<file path="src/rtl/postdiv_pkg.sv">
package postdiv_pkg;

  // Phase of the divide-by-three stage.
  typedef enum logic [1:0] {
    M3_A = 2'd0,
    M3_B = 2'd1,
    M3_C = 2'd2
  } m3_phase_t;

  // Shift amount of the power-of-two stage for a zero-extended code.
  // Narrow variant: code plus one; wide variant: code as is.
  function automatic logic [4:0] pd_shift(input logic [3:0] code, input bit wide);
    logic [4:0] sh;
    sh = {1'b0, code};
    if (!wide) sh = sh + 5'd1;
    return sh;
  endfunction

endpackage

</file>
<file path="src/rtl/postdiv_cfg.sv">
module postdiv_cfg #(
  parameter int CodeW = 3
) (
  input  logic             clk,
  input  logic             rst,
  input  logic             commit_in,
  input  logic [CodeW-1:0] code_in,
  input  logic             ndiv3_in,
  input  logic             boundary,
  output logic [CodeW-1:0] act_code,
  output logic             act_ndiv3,
  output logic             pend_valid,
  output logic             adopt
);

  logic [CodeW-1:0] pend_code;
  logic             pend_ndiv3;

  assign adopt = pend_valid & boundary;

  // Pending slot: loaded only on commit.
  always_ff @(posedge clk) begin
    if (rst) begin
      pend_code  <= '0;
      pend_ndiv3 <= 1'b1;
      pend_valid <= 1'b0;
    end else if (commit_in) begin
      pend_code  <= code_in;
      pend_ndiv3 <= ndiv3_in;
      pend_valid <= 1'b1;
    end else if (adopt) begin
      pend_valid <= 1'b0;
    end
  end

  // Active settings: copied from the pending slot at a safe boundary.
  always_ff @(posedge clk) begin
    if (rst) begin
      act_code  <= '0;
      act_ndiv3 <= 1'b1;
    end else if (adopt) begin
      act_code  <= pend_code;
      act_ndiv3 <= pend_ndiv3;
    end
  end

endmodule

</file>
<file path="src/rtl/postdiv_p2.sv">
module postdiv_p2 #(
  parameter int P2W = 8
) (
  input  logic           clk,
  input  logic           rst,
  input  logic           run,
  input  logic           en,
  input  logic [P2W-1:0] mask,
  output logic [P2W-1:0] cnt,
  output logic           wrap
);

  logic last;

  assign last = (cnt == mask);
  assign wrap = run & en & last;

  always_ff @(posedge clk) begin
    if (rst || !run) begin
      cnt <= '0;
    end else if (en) begin
      cnt <= last ? '0 : cnt + 1'b1;
    end
  end

endmodule

</file>
<file path="src/rtl/postdiv_m3.sv">
module postdiv_m3
  import postdiv_pkg::*;
(
  input  logic      clk,
  input  logic      rst,
  input  logic      run,
  input  logic      step,
  input  logic      bypass,
  output m3_phase_t phase,
  output logic      fire
);

  logic at_end;

  assign at_end = bypass | (phase == M3_C);
  assign fire   = step & at_end;

  always_ff @(posedge clk) begin
    if (rst || !run) begin
      phase <= M3_A;
    end else if (step) begin
      if (at_end) begin
        phase <= M3_A;
      end else begin
        case (phase)
          M3_A:    phase <= M3_B;
          M3_B:    phase <= M3_C;
          default: phase <= M3_A;
        endcase
      end
    end
  end

endmodule

</file>
<file path="src/rtl/synth_postdiv.sv">
module synth_postdiv
  import postdiv_pkg::*;
#(
  parameter bit WIDE_CODE = 1'b0
) (
  input  logic                            clk,
  input  logic                            rst,
  input  logic                            clk_en_in,
  input  logic                            nstby_in,
  input  logic                            commit_in,
  input  logic [(WIDE_CODE ? 4 : 3)-1:0]  code_in,
  input  logic                            ndiv3_in,
  output logic                            div_en_out
);

  localparam int CodeW = WIDE_CODE ? 4 : 3;
  localparam int P2W   = WIDE_CODE ? 15 : 8;

  // Low-order ones for a given shift; a full shift yields all ones.
  function automatic logic [P2W-1:0] mask_of(input logic [4:0] sh);
    logic [P2W-1:0] ones;
    ones = '1;
    return ~(ones << sh);
  endfunction

  // Named internal events, also observed by the checker.
  logic             run;
  logic             boundary;
  logic             adopt;
  logic             pend_valid;
  logic [CodeW-1:0] act_code;
  logic             act_ndiv3;
  logic [3:0]       code4;
  logic [4:0]       shift;
  logic [P2W-1:0]   p2_mask;
  logic [P2W-1:0]   p2_cnt;
  logic             p2_wrap;
  m3_phase_t        m3_phase;
  logic             fire;

  assign run      = nstby_in & ~rst;
  assign boundary = fire | ~run;

  postdiv_cfg #(.CodeW(CodeW)) u_cfg (
    .clk        (clk),
    .rst        (rst),
    .commit_in  (commit_in),
    .code_in    (code_in),
    .ndiv3_in   (ndiv3_in),
    .boundary   (boundary),
    .act_code   (act_code),
    .act_ndiv3  (act_ndiv3),
    .pend_valid (pend_valid),
    .adopt      (adopt)
  );

  generate
    if (CodeW < 4) begin : g_narrow
      assign code4 = {{(4 - CodeW){1'b0}}, act_code};
    end else begin : g_wide
      assign code4 = act_code;
    end
  endgenerate

  assign shift   = pd_shift(code4, WIDE_CODE);
  assign p2_mask = mask_of(shift);

  postdiv_p2 #(.P2W(P2W)) u_p2 (
    .clk  (clk),
    .rst  (rst),
    .run  (run),
    .en   (clk_en_in),
    .mask (p2_mask),
    .cnt  (p2_cnt),
    .wrap (p2_wrap)
  );

  postdiv_m3 u_m3 (
    .clk    (clk),
    .rst    (rst),
    .run    (run),
    .step   (p2_wrap),
    .bypass (act_ndiv3),
    .phase  (m3_phase),
    .fire   (fire)
  );

  assign div_en_out = fire;

endmodule

</file>
<file path="config.mk">
export PLATFORM = sky130hd
export DESIGN_NAME = synth_postdiv
export DESIGN_NICKNAME = d
export VERILOG_FILES = /design/src/rtl/postdiv_pkg.sv /design/src/rtl/postdiv_cfg.sv /design/src/rtl/postdiv_p2.sv /design/src/rtl/postdiv_m3.sv /design/src/rtl/synth_postdiv.sv
export SDC_FILE = /design/constraint.sdc
export NUM_CORES = 1
export LEC_CHECK = 0
export BUFFER_PORTS_ARGS = -buffer_cell sky130_fd_sc_hd__buf_2
export CAP_MARGIN = 15
export CELL_PAD_IN_SITES_DETAIL_PLACEMENT = 0
export CELL_PAD_IN_SITES_GLOBAL_PLACEMENT = 1
export CORE_MARGIN = 2
export CORE_UTILIZATION = 45
export CTS_BUF_LIST = sky130_fd_sc_hd__clkbuf_4 sky130_fd_sc_hd__clkbuf_8
export DETAILED_ROUTE_END_ITERATION = 16
export PLACE_DENSITY_LB_ADDON = 0.05
export SLEW_MARGIN = 20
export SYNTH_ARGS = -nofsm -noshare
export SYNTH_HDL_FRONTEND = slang
export SYNTH_SLANG_ARGS = --single-unit
</file>
<file path="constraint.sdc">
create_clock -name clk -period 2.66 [get_ports clk]
set_input_delay 0.133 -clock clk [delete_from_list [all_inputs] [get_ports clk]]
set_output_delay 0.133 -clock clk [all_outputs]
set_load 0.05 [all_outputs]
</file>
=== Word level (Yosys, flattened, before mapping) ===
Index checks and enable logic that the tools add are counted.

* Register bits after elaboration: 19
* Input port bits: 9
* Output and inout bits: 1
* Logic and storage cells: 32

* $add $sub $neg: 2
* Equal/unequal tests: 3
* Shift-type cells: 1
* Mux-type cells: 5
* Bitwise logic cells: 10
* Reduce and logical (&&, ||, !) cells: 4

{| class="wikitable"
|+ Operator list
! kind !! number
|-
| $add A8 B1 Y8 const B || 1
|-
| $eq A8 B8 Y1 || 1
|-
| $mux W8 || 1
|-
| $not A8 Y8 || 1
|-
| $shl A8 B4 Y8 const A || 1
|-
| $and A1 B1 Y1 || 5
|-
| $add A3 B1 Y4 const B || 1
|-
| $pmux W2 S2 || 1
|-
| $eq A2 B1 Y1 const B || 1
|-
| $eq A2 B2 Y1 const B || 1
|-
| $logic_not A2 Y1 || 1
|-
| $mux W1 || 2
|-
| $mux W2 || 1
|-
| $not A1 Y1 || 2
|-
| $or A1 B1 Y1 || 2
|-
| $reduce_bool A2 Y1 || 1
|-
| $logic_not A1 Y1 || 1
|-
| $logic_or A1 B1 Y1 || 1
|}

=== Depth between registers and ports, before layout ===
Gate-level depths: netlist of run 1.

* Depth in word-level cells: 10
* Mapped depth: 8
* Depth with buffers taken out: 7

=== Cells and area by module ===
Synthesis of run 1 repeated with hierarchy kept, for this count alone.

* Cells, all modules: 116
* Area, all modules: 1,062.3 sq um

{| class="wikitable"
|+ By module, submodules not included
! module !! instances !! cells an instance !! area each (sq um) !! seq. area each (sq um)
|-
| postdiv_p2 || 1 || 50 || 452.9 || 160.2
|-
| postdiv_cfg || 1 || 37 || 381.6 || 180.2
|-
| synth_postdiv || 1 || 18 || 121.4 || 0.0
|-
| postdiv_m3 || 1 || 11 || 106.4 || 40.0
|}

=== Worst setup path before layout of run 1 ===
OpenSTA, ideal clock, no wires.

* Path type: reg-to-output
* Start point: register u_cfg.act_code[1]
* End point: output port div_en_out
* Arrival: 3.142 ns
* Required time: 2.527 ns
* Path slack: -0.615 ns
* Cell stages (with the launch flop): 8
* Buffers on the path: 1
* Cells stage by stage: dfxtp_1 ha_1 and2_1 a21oi_2 xor2_1 or3_1 buf_6 nor4_1

* Cells in the longest elaborated chain, start to end: 6

{| class="wikitable"
|+ Ends and longest elaborated chain
! element !! RTL line !! source
|-
| start: declaration || postdiv_cfg.sv:10 || <nowiki>output logic [CodeW-1:0] act_code,</nowiki>
|-
| start signal: assignment || postdiv_cfg.sv:42 || <nowiki>act_code <= pend_code;</nowiki>
|-
| $add A3 B1 Y4 || postdiv_pkg.sv:15 || <nowiki>if (!wide) sh = sh + 5'd1;</nowiki>
|-
| $shl A8 B4 Y8 || synth_postdiv.sv:23 || <nowiki>return ~(ones << sh);</nowiki>
|-
| $not A8 Y8 || synth_postdiv.sv:23 ||
|-
| $eq A8 B8 Y1 || postdiv_p2.sv:15 || <nowiki>assign last = (cnt == mask);</nowiki>
|-
| $and A1 B1 Y1 || postdiv_p2.sv:16 || <nowiki>assign wrap = run & en & last;</nowiki>
|-
| $and A1 B1 Y1 || postdiv_m3.sv:16 || <nowiki>assign fire = step & at_end;</nowiki>
|-
| end: declaration || synth_postdiv.sv:13 || <nowiki>output logic div_en_out</nowiki>
|}

No other way between the ends.

=== Worst setup path in the final report of run 1 ===
Same ends and word-level chain as after synthesis.

==> results of run 1 <==
cells by family (layout without fill, tap and decap cells):
kind of cell	count (synthesis)	count (layout)	share of synthesized area
and+or+nand+nor	67	67	0.2916
AOI/OAI and AO/OA	30	30	0.1891
DFF	19	19	0.3025
muxes	13	13	0.1045
buffers and inverters	12	18	0.04776
xor gates and xnor gates	5	5	0.03483
adders and majority gates	3	3	0.02985
synthesized netlist by cell type (all sizes together), types with 2 or more instances:
library cell,instances
inv,3
xor2,2
o31ai,3
o221ai,2
ha,3
nor2,14
nand2,12
a211o,3
o21a,2
mux2i,12
nor3,10
nand4,6
o22ai,4
and2,3
dfxtp,19
xnor2,3
nand3,6
buf,3
nor2b,5
clkbuf,5
a21oi,7
nand2b,3
o21ai,3
cells in the final DEF (no fill, tap or decap), types with 2 or more instances in the layout:
| master | n |
|---|---|
| a211o_1 | 3 |
| mux2i_1 | 12 |
| xnor2_1 | 3 |
| o21ai_0 | 2 |
| nand3_1 | 6 |
| and2_1 | 3 |
| nor2b_1 | 5 |
| xor2_1 | 2 |
| dfxtp_2 | 2 |
| nand2b_1 | 3 |
| o21a_1 | 2 |
| o22ai_1 | 4 |
| o31ai_1 | 3 |
| a21oi_1 | 5 |
| nor3_1 | 8 |
| nand2_1 | 12 |
| inv_1 | 3 |
| clkbuf_4 | 4 |
| nand4_1 | 6 |
| nor3_4 | 2 |
| dfxtp_1 | 17 |
| nor2_1 | 14 |
| buf_2 | 8 |
| ha_1 | 3 |
final timing paths:
| check | startpoint | end | slack, ns | cells past startpoint |
|---|---|---|---|---|
| max | u_cfg.act_code[1] | div_en_out | 0.13 | 7 |
| min | ndiv3_in | u_cfg.pend_ndiv3 | 0.05 | 2 |
| max reg2reg | u_cfg.act_code[1] | u_m3.phase[1] | 0.44 | 7 |
| min reg2reg | u_m3.phase[1] | u_m3.phase[1] | 0.48 | 2 |
layout make-up:
class	instances	area, um2	area share
repair buffers	10	58.81	0.04292
well taps	31	38.79	0.02831
inverters	4	15.01	0.01096
flip-flops and latches	19	382.9	0.2795
clock buffers	4	30.03	0.02192
multi-input cells	118	844.6	0.6164
power by group:
part           total [uW]  switching [uW]  internal (uW)
clock network         153            84.8           68.4
logic                70.7            40.9           29.8
registers             302            10.2            292
total                 526             136            390
what timing repair did:
action / CTS / global route
setup endpoints to repair: 1 / 1
cloned: 0 / 0
hold buffers: 0 / 0
resized for setup: 2 / 4
buffers inserted: 0 / 0
registers in the layout (all words and copies together) (netlist names):
name and flops:
u_cfg.act_code 3, u_cfg.act_ndiv3 1, u_cfg.pend_code 3, u_cfg.pend_ndiv3 1, u_cfg.pend_valid 1, u_m3.phase 2, u_p2.cnt 8
metal layers:
layer / up-vias / share of wire / global-route usage
met5: - / 0 / 0
met4: 0 / 0.0049 / 0.05648
met3: 2 / 0.025 / 0.02995
met2: 14 / 0.47 / 0.2658
met1: 486 / 0.50 / 0.2131
li1: 560 / - / -
stage by stage:
step	setup TNS [ns]	instances	utilization	power, uW
after floorplan	0	149	-	362.3
after global placement	0	182	0.4866	377.2
after detailed placement	0	182	0.4866	378.8
after CTS	0	186	0.5005	532.7
after global routing	-0.003500	186	0.5055	550.6
final	0	186	0.5055	526.3
==> reports/summary.md, run 1 <==
• 9 — buffers added on ports
• 974 — via count of the first global-routing pass
• 30 — initial detailed-routing violation count
• 149 — number of cells produced by synthesis
• 0.1321 ns — Final Worst Setup Slack
• dfxtp_1 — predominant post-synthesis flop cell
• 0.2562 mV — VDD IR max
• 0.6548 ns — actual transition at the worst max-transition pin
• 0.3025 — sequential-to-total area share from yosys stat
• 2.39 ns — Arr. time, crit path
• 5.710 — number of vias per cell after detailed routing
• 1319 um2 — Post-DP Area
• 8.439 um2 — Avg Synthesized Cell Area
• 19 — Clock Sink Count
• 1062 — via count
• 0.5588 — worst max-slew margin expressed relative to the limit
• 0 — number of setup violations in the final report
• complete, no violations — status
• 2710 um2 — Floorplan Core Area
• register — kind of start point of the critical path
• 0 — number of flops mapped to enable cells by yosys
• 8.955% — Area Overhead vs Synth
• 269 — fill cell count
• 0.10 ns — clock slew at the register clock pins of the worst setup and hold paths
• 0.48 ns — largest stage delay on the critical path
• ha_1 > and2_1 > a21oi_4 > xor2_1 > or3_4 > nor4_4 > buf_6 — worst-path cell chain
• 44 — Yosys cell types
• 4.222 mm — global-route wire length before repair
• 10 — I/O pin count
• 168 — final layout net count
• 0 — post-route ant nets
• 0.9503 — fin crit share
• 0.4640 — Starting Density
• 2.53 ns — required time of the worst setup path
• 1257 um2 — post-synthesis instance area
• 0.1871 — fraction of final layout cells sized beyond drive strength 1
• dfxtp_1 30%, mux2i_1 9.6%, nor2_1 4.2% — cell types occupying the most area after synthesis
• dfxtp_1 — library cell with the largest summed area after synthesis
• 0.04949 ns — tightest hold margin
• 0.1722 ns — pre-CTS WS
• 0.0004950 uW — total leakage power
• 56.86 um — Die X-Extent
• 1 — total number of H-tree levels
• 1370 um2 — design area
• 0 — number of slew-limit violations in the final report
• 13.12 um — per-cell routed wire length
• 0 — antenna violations before repair
• 3233 um2 — area of the die
• 1.912 mm — DP HPWL
• clkbuf_4 — Clock Root Buffer
• 16 — largest net degree at the start of global routing
• 0 — Remaining DRCs
• 56.86 um — Die Span Y
• 161 — post-synth net total
• 2.528 ns — shortest clock period the worst path allows after layout
• 0.009913 ns — post-route clock skew
• in -> reg — Hold Crit Class
• 0.1621 — global-route usage over all layers
• 2.441 mm — routed wire length
• reg -> out — class of the most critical setup path
• 1 — sum of buffers and inverters on the critical path
• 0.29 ns — insertion delay to the later sink of the worst-skew pair
• 0 — total congestion overflow
• 19 — # rows
• 0 — Ant. Diodes
• 19 — synthesis-stage register bit count
• 0.7264 — Placer Congestion
• 4 — detailed-router iteration count before antenna repair
• 2 — maximum clock insertion buffer count
• 0 — synthesis warning total
• 0 — async set or reset register ratio after synthesis
• 0.3025 — portion of synthesized cell area occupied by the leading cell type
• 0 — reported max-cap violation count
• yes — TritonCTS clock tree
• 0.3956 GHz — highest clock rate
• 0 — number of hold-slack violations in the final timing report
• 384.1 nW/um2 — power per cell area
• output pin — element type at the critical path end
• 10 — CP max FO
• 3 — CTS Buf Count
• or3_4 — standard cell with the maximum stage delay on the critical path
• simple AND/OR/NAND/NOR gates — kind of cell adding the most delay to the critical path
No activity file was read; power rests on OpenSTA's default activity.
==> run 2: changes to the inputs <==
CORE_UTILIZATION = 42   (was 45)
clock period = 2.2 ns   (was 2.66 ns; I/O delays follow)
==> run 2 against run 1 <==
Net effect:
- hold slack lost 0.00066 ns
- critical path depth is the same
- non-clock buffer count up 14
- via count up 7.2%
- global-route usage is 1.7 points higher
- final area grew 12%
- first-iteration DRC count rose by 47%
- register-to-register slack got worse by 0.41 ns
- critical endpoint unchanged
- largest power group unchanged
- highest routed layer unchanged
==> reports/summary.md, run 2 (synthesis results as in run 1) <==
• 1138 — via count
• 0.5455 — final cell utilization of the core
• 1391 um2 — Post-DP Area
• in -> reg — Hold Crit Class
• 19 — Clock Sink Count
• 0.002682 ns — Final Worst Setup Slack
• 0 — Remaining DRCs
• 0.0005745 uW — total leakage power
• 0.4483 — Starting Density
• 5 — CP max FO
• 21.69% — Area Overhead vs Synth
• u_p2.cnt — register with the most flip-flops
• 189 — DP Cell Count
• reg -> out — class of the most critical setup path
• 44 — initial detailed-routing violation count
• 0 — antenna violations before repair
• 16 x dfxtp_1, 14 x nor2_1, 14 x buf_4 — highest-count cells in the layout ignoring fill and taps
• 4.809 mm — global-route wire length before repair
• 0.1796 — global-route usage over all layers
• 19 — # rows
• 0.7489 — Placer Congestion
• 1 — total number of H-tree levels
• 0 — total congestion overflow
• 3447 um2 — area of the die
• 0 — number of slew-limit violations in the final report
• 0.01066 ns — post-route clock skew
• 0.10 ns — clock slew at the register clock pins of the worst setup and hold paths
• 0.6066 ns — actual transition at the worst max-transition pin
• 2.753 mm — routed wire length
• 0 — number of hold-slack violations in the final timing report
• 2.197 ns — shortest clock period the worst path allows after layout
• 4 — detailed-router iteration count before antenna repair
• 2.010 mm — DP HPWL
• 267 — fill cell count
• -0.03685 ns — pre-CTS WS
• 2805 um2 — Floorplan Core Area
• register — kind of start point of the critical path
• 0.9988 — fin crit share
• output pin — element type at the critical path end
• 2 — maximum clock insertion buffer count
• 430.1 nW/um2 — power per cell area
• 0.3813 mV — VDD IR max
• 1530 um2 — design area
• 0 — Ant. Diodes
• 888.4 um2 — multi-input gate area in the final layout
• 182 — final layout net count
• 58.72 um — Die Span Y
• 13.77 um — per-cell routed wire length
• clkbuf_4 — Clock Root Buffer
• 2.09 ns — required time of the worst setup path
• 200 — non-filler instance count after layout
• 9 — buffers added on ports
• 0.4551 GHz — highest clock rate
• 0.294 — Clock Power Share
• ha_4 > nand2b_1 > a211o_1 > o2111ai_1 > or3_4 > nor4_4 > buf_6 — worst-path cell chain
• complete, no violations — status
• dfxtp_1 — most frequent standard cell in the layout excluding fill and tap cells
• 0.44 ns — largest stage delay on the critical path
• or3_4 — standard cell with the maximum stage delay on the critical path
• 480.2 uW — Internal Dissipation
• 0.551 — power share of the sequential group
• 8 — max reg flops
• 0.154 — part of the total power dissipated in combinational logic
• 0.5913 — worst max-slew margin expressed relative to the limit
• 0.2899 — fraction of final layout cells sized beyond drive strength 1
• 1055 — via count of the first global-routing pass
• simple AND/OR/NAND/NOR gates — kind of cell adding the most delay to the critical path
• yes — TritonCTS clock tree
• 58.72 um — Die X-Extent
• 2.09 ns — Arr. time, crit path
• 3 — CTS Buf Count
• 0.2704 — switching power share of the total
• 0 — number of setup violations in the final report
• 178.0 uW — net load switching power
• 16 — largest net degree at the start of global routing
• u_p2.cnt (8), u_cfg.act_code (3), u_cfg.pend_code (3) — largest registers ranked by flip-flop count
• 0 — reported max-cap violation count
• 5.690 — number of vias per cell after detailed routing
• 1 — sum of buffers and inverters on the critical path
• 391.6 um2 — combined flip-flop and latch cell area
• 10 — I/O pin count
• true — unrepaired setup endpoints after global routing
• 0 ns — post-route setup TNS
• 0.30 ns — insertion delay to the later sink of the worst-skew pair
• 0 — post-route ant nets
[run 2: worst paths after layout]
kind / end / slack, ns / start / cells after the start
worst max-delay path: div_en_out / 0.003 / u_cfg.act_code[0] / 7
worst min-delay path: u_cfg.pend_code[1] / 0.05 / code_in[1] / 3
worst max register to register: u_cfg.act_ndiv3 / 0.03 / u_cfg.act_code[0] / 8
worst min register to register: u_m3.phase[1] / 0.48 / u_m3.phase[1] / 2
[run 2: tightest hold or removal path, cell delays in order]
cell     delay (ns)
buf_2          0.08
mux2i_1        0.05
nor2_1         0.07
[run 2: per-stage QoR]
step                power, uW  hold slack [ns]
CTS                     662.2          0.01080
finish                  658.2          0.04883
global placement        460.3           0.3185
global route            692.7          0.06374
detailed placement      461.7           0.3203
floorplan               437.8           0.2324
[run 2: metal layers]
layer	wire (um)	track usage	vias to the layer above
met4	25	0.03896	0
met2	1301	0.2905	22
met5	0	0	-
met3	69	0.03297	5
li1	-	-	591
met1	1357	0.2507	520
[run 2: layout make-up]
cell class              count  area share
multi-input cells         118      0.5805
clock buffers               4     0.01962
well taps                  31     0.02535
inverters                   4    0.009812
repair buffers             24      0.1087
flip-flops and latches     19      0.2559
[run 2: repair_timing]
action                                  4_1_cts  5_1_grt
pin swaps                                     6        2
gates resized for setup                      10        2
buffers inserted                              5        1
endpoints found under the setup margin        6       11
hold buffers                                  0        1
endpoints found under the hold margin         0        1
[run 2: power by group through the flow]
| stage | sequential, uW | clock (uW) | combinational [uW] |
|---|---|---|---|
| 2_1_floorplan | 367 | 0 | 71.0 |
| 6_report | 363 | 194 | 102 |
| 5_1_grt | 365 | 216 | 112 |
| 3_5_place_dp | 373 | 0 | 88.5 |
| 4_1_cts | 363 | 201 | 98.2 |
| 3_3_place_gp | 373 | 0 | 87.6 |
==> run 3: changes to the inputs <==
clock period = 1.8 ns   (was 2.2 ns; I/O delays follow)
==> run 3 against run 2 <==
Net effect:
- final cell count rose by 8.5%
- sequential share of layout area fell by 2.1 points
- routed wire length rose by 5.0%
- sequential power rose by 22%
- sequential cell count did not move
- register-to-register slack got worse by 0.39 ns
- first-iteration DRC count fell by 52%
- die area did not move
- the run now ends with negative setup slack left
- clock skew rose by 0.0010 ns
- count of clock-buffer cells in the layout fell by 1
- non-clock buffer count rose by 17
- largest power group unchanged
==> reports/summary.md, run 3 (synthesis results as in run 1) <==
• finished with violations — status
• negative setup slack — failing checks
• in -> reg — Hold Crit Class
• 1 — total number of H-tree levels
• 0.01169 ns — post-route clock skew
• true — unrepaired setup endpoints after global routing
• 199 — final layout net count
• 2 — maximum clock insertion buffer count
• simple AND/OR/NAND/NOR gates — kind of cell adding the most delay to the critical path
• 0 — antenna violations before repair
• 1.71 ns — required time of the worst setup path
• 0 — total congestion overflow
• 1536 um2 — Post-DP Area
• 1.316 mm — total routed wire length on the met1 layer
• 0 — number of slew-limit violations in the final report
• register — kind of start point of the critical path
• 16 — largest net degree at the start of global routing
• 0.42 ns — largest stage delay on the critical path
• 0 — Ant. Diodes
• met4 — top routing layer in use
• 2.891 mm — routed wire length
• 0.6271 ns — actual transition at the worst max-transition pin
• ha_4 > and2_4 > a21oi_4 > xor2_1 > or3_4 > nor4_4 > buf_6 — worst-path cell chain
• 807.4 uW — post-layout total power
• 0.30 ns — insertion delay to the later sink of the worst-skew pair
• 1669 um2 — design area
• 4.795 mm — global-route wire length before repair
• 5.548 — number of vias per cell after detailed routing
• 5 — detailed-router iteration count before antenna repair
• u_p2.cnt — register with the most flip-flops
• 0.4483 — Starting Density
• 1204 — via count
• 10 — I/O pin count
• 2.17 ns — Arr. time, crit path
• 0.4432 GHz — highest clock rate
• 0.1789 — global-route usage over all layers
• 0 — number of hold-slack violations in the final timing report
• output pin — element type at the critical path end
• 32.74% — Area Overhead vs Synth
• 2.264 mm — DP HPWL
• 483.7 nW/um2 — power per cell area
• clkbuf_4 — Clock Root Buffer
• 0.3495 — fraction of final layout cells sized beyond drive strength 1
• 2.256 ns — shortest clock period the worst path allows after layout
• 9 — buffers added on ports
• 1 — sum of buffers and inverters on the critical path
• 19 — # rows
• 58.72 um — Die X-Extent
• 0 — reported max-cap violation count
• 16 — number of setup violations in the final report
• 58.72 um — Die Span Y
• 0.12 ns — clock slew at the register clock pins of the worst setup and hold paths
• 0.01558 ns — tightest hold margin
• 0.7549 — Placer Congestion
• 65 um — met3 wire length
• 0.0006579 uW — total leakage power
• buf_4 — most frequent standard cell in the layout excluding fill and tap cells
• 3447 um2 — area of the die
• 0.3586 mV — VDD IR max
• 8 — max reg flops
• -0.4564 ns — Final Worst Setup Slack
• 0 — Remaining DRCs
• reg -> out — class of the most critical setup path
• 13.32 um — per-cell routed wire length
• 2805 um2 — Floorplan Core Area
• 0.5775 — worst max-slew margin expressed relative to the limit
• yes — TritonCTS clock tree
• 28 x buf_4, 16 x dfxtp_1, 14 x nor2_1 — highest-count cells in the layout ignoring fill and taps
• 21 — initial detailed-routing violation count
• 1.254 — fin crit share
• 6 — CP max FO
• 19 — Clock Sink Count
• 1.494 mm — Routed met2 length
• 1157 — via count of the first global-routing pass
• 0 — post-route ant nets
• -0.36 ns — setup slack, reg-to-reg
• u_p2.cnt (8), u_cfg.act_code (3), u_cfg.pend_code (3) — largest registers ranked by flip-flop count
• 3 — CTS Buf Count
• or3_4 — standard cell with the maximum stage delay on the critical path
==> run 3: cell count changes in the layout (fill, tap and decap cells not counted), sizes merged <==
cell	change
buf	+16
clkinvlp	+1
clkbuf	-1
dlygate4sd3	+1
==> run 3: path summary, 6_finish.rpt <==
check                         start                  to  cells past startpoint
setup / recovery  u_cfg.act_code[1]          div_en_out                      7
hold / removal           code_in[2]  u_cfg.pend_code[2]                      3
setup reg to reg  u_cfg.act_code[1]   u_cfg.act_code[0]                      9
hold reg to reg       u_m3.phase[1]       u_m3.phase[1]                      2
==> run 3: worst register-to-register path: cells and delay by family, from the launching register on <==
family                     cells  cell delay, ns
AOI/OAI and AO/OA              2            0.22
xor gates and xnor gates       1            0.11
adders and majority gates      1            0.18
buffers and inverters          2            0.32
DFF                            1            0.40
and+or+nand+nor                3            0.82
==> run 3: through the flow <==
| stage | TNS, ns | cells | worst slack [ns] | utilization |
|---|---|---|---|---|
| after floorplan | -1.137 | 149 | -0.3378 | - |
| after global placement | -3.395 | 205 | -0.3139 | 0.5477 |
| after detailed placement | -3.852 | 205 | -0.3268 | 0.5477 |
| after CTS | -4.439 | 215 | -0.4620 | 0.5830 |
| after global routing | -6.139 | 217 | -0.5386 | 0.5950 |
| final | -4.671 | 217 | -0.4564 | 0.5950 |
==> run 3: cell type report <==
class | instances | area [um2]
repair buffers | 41 | 304.0
clock buffers | 3 | 22.52
well taps | 31 | 38.79
inverters | 4 | 15.01
flip-flops and latches | 19 | 391.6
multi-input cells | 118 | 889.6
clock inverters | 1 | 7.507
fillers | 240 | 1136
==> run 3: power by group <==
group	leakage, uW	switching (uW)	internal (uW)
registers	0.000157	13.9	428
logic	0.000487	72.1	70.9
clock network	0.0000139	138	84.6
total	0.000658	224	584
==> run 3: routing by layer <==
| metal | GRT usage | vias up |
|---|---|---|
| met5 | 0 | - |
| met4 | 0.03247 | 0 |
| met3 | 0.03297 | 2 |
| met2 | 0.3339 | 12 |
| met1 | 0.2147 | 571 |
| li1 | - | 619 |
==> run 3: repair_timing <==
item                       in CTS  in global routing
hold endpoints to repair        1                  1
setup endpoints to repair      16                 16
gates resized for setup         7                  3
buffers inserted                5                  1
hold buffers                    1                  1
cloned                          0                  0
pin swaps                       4                  2
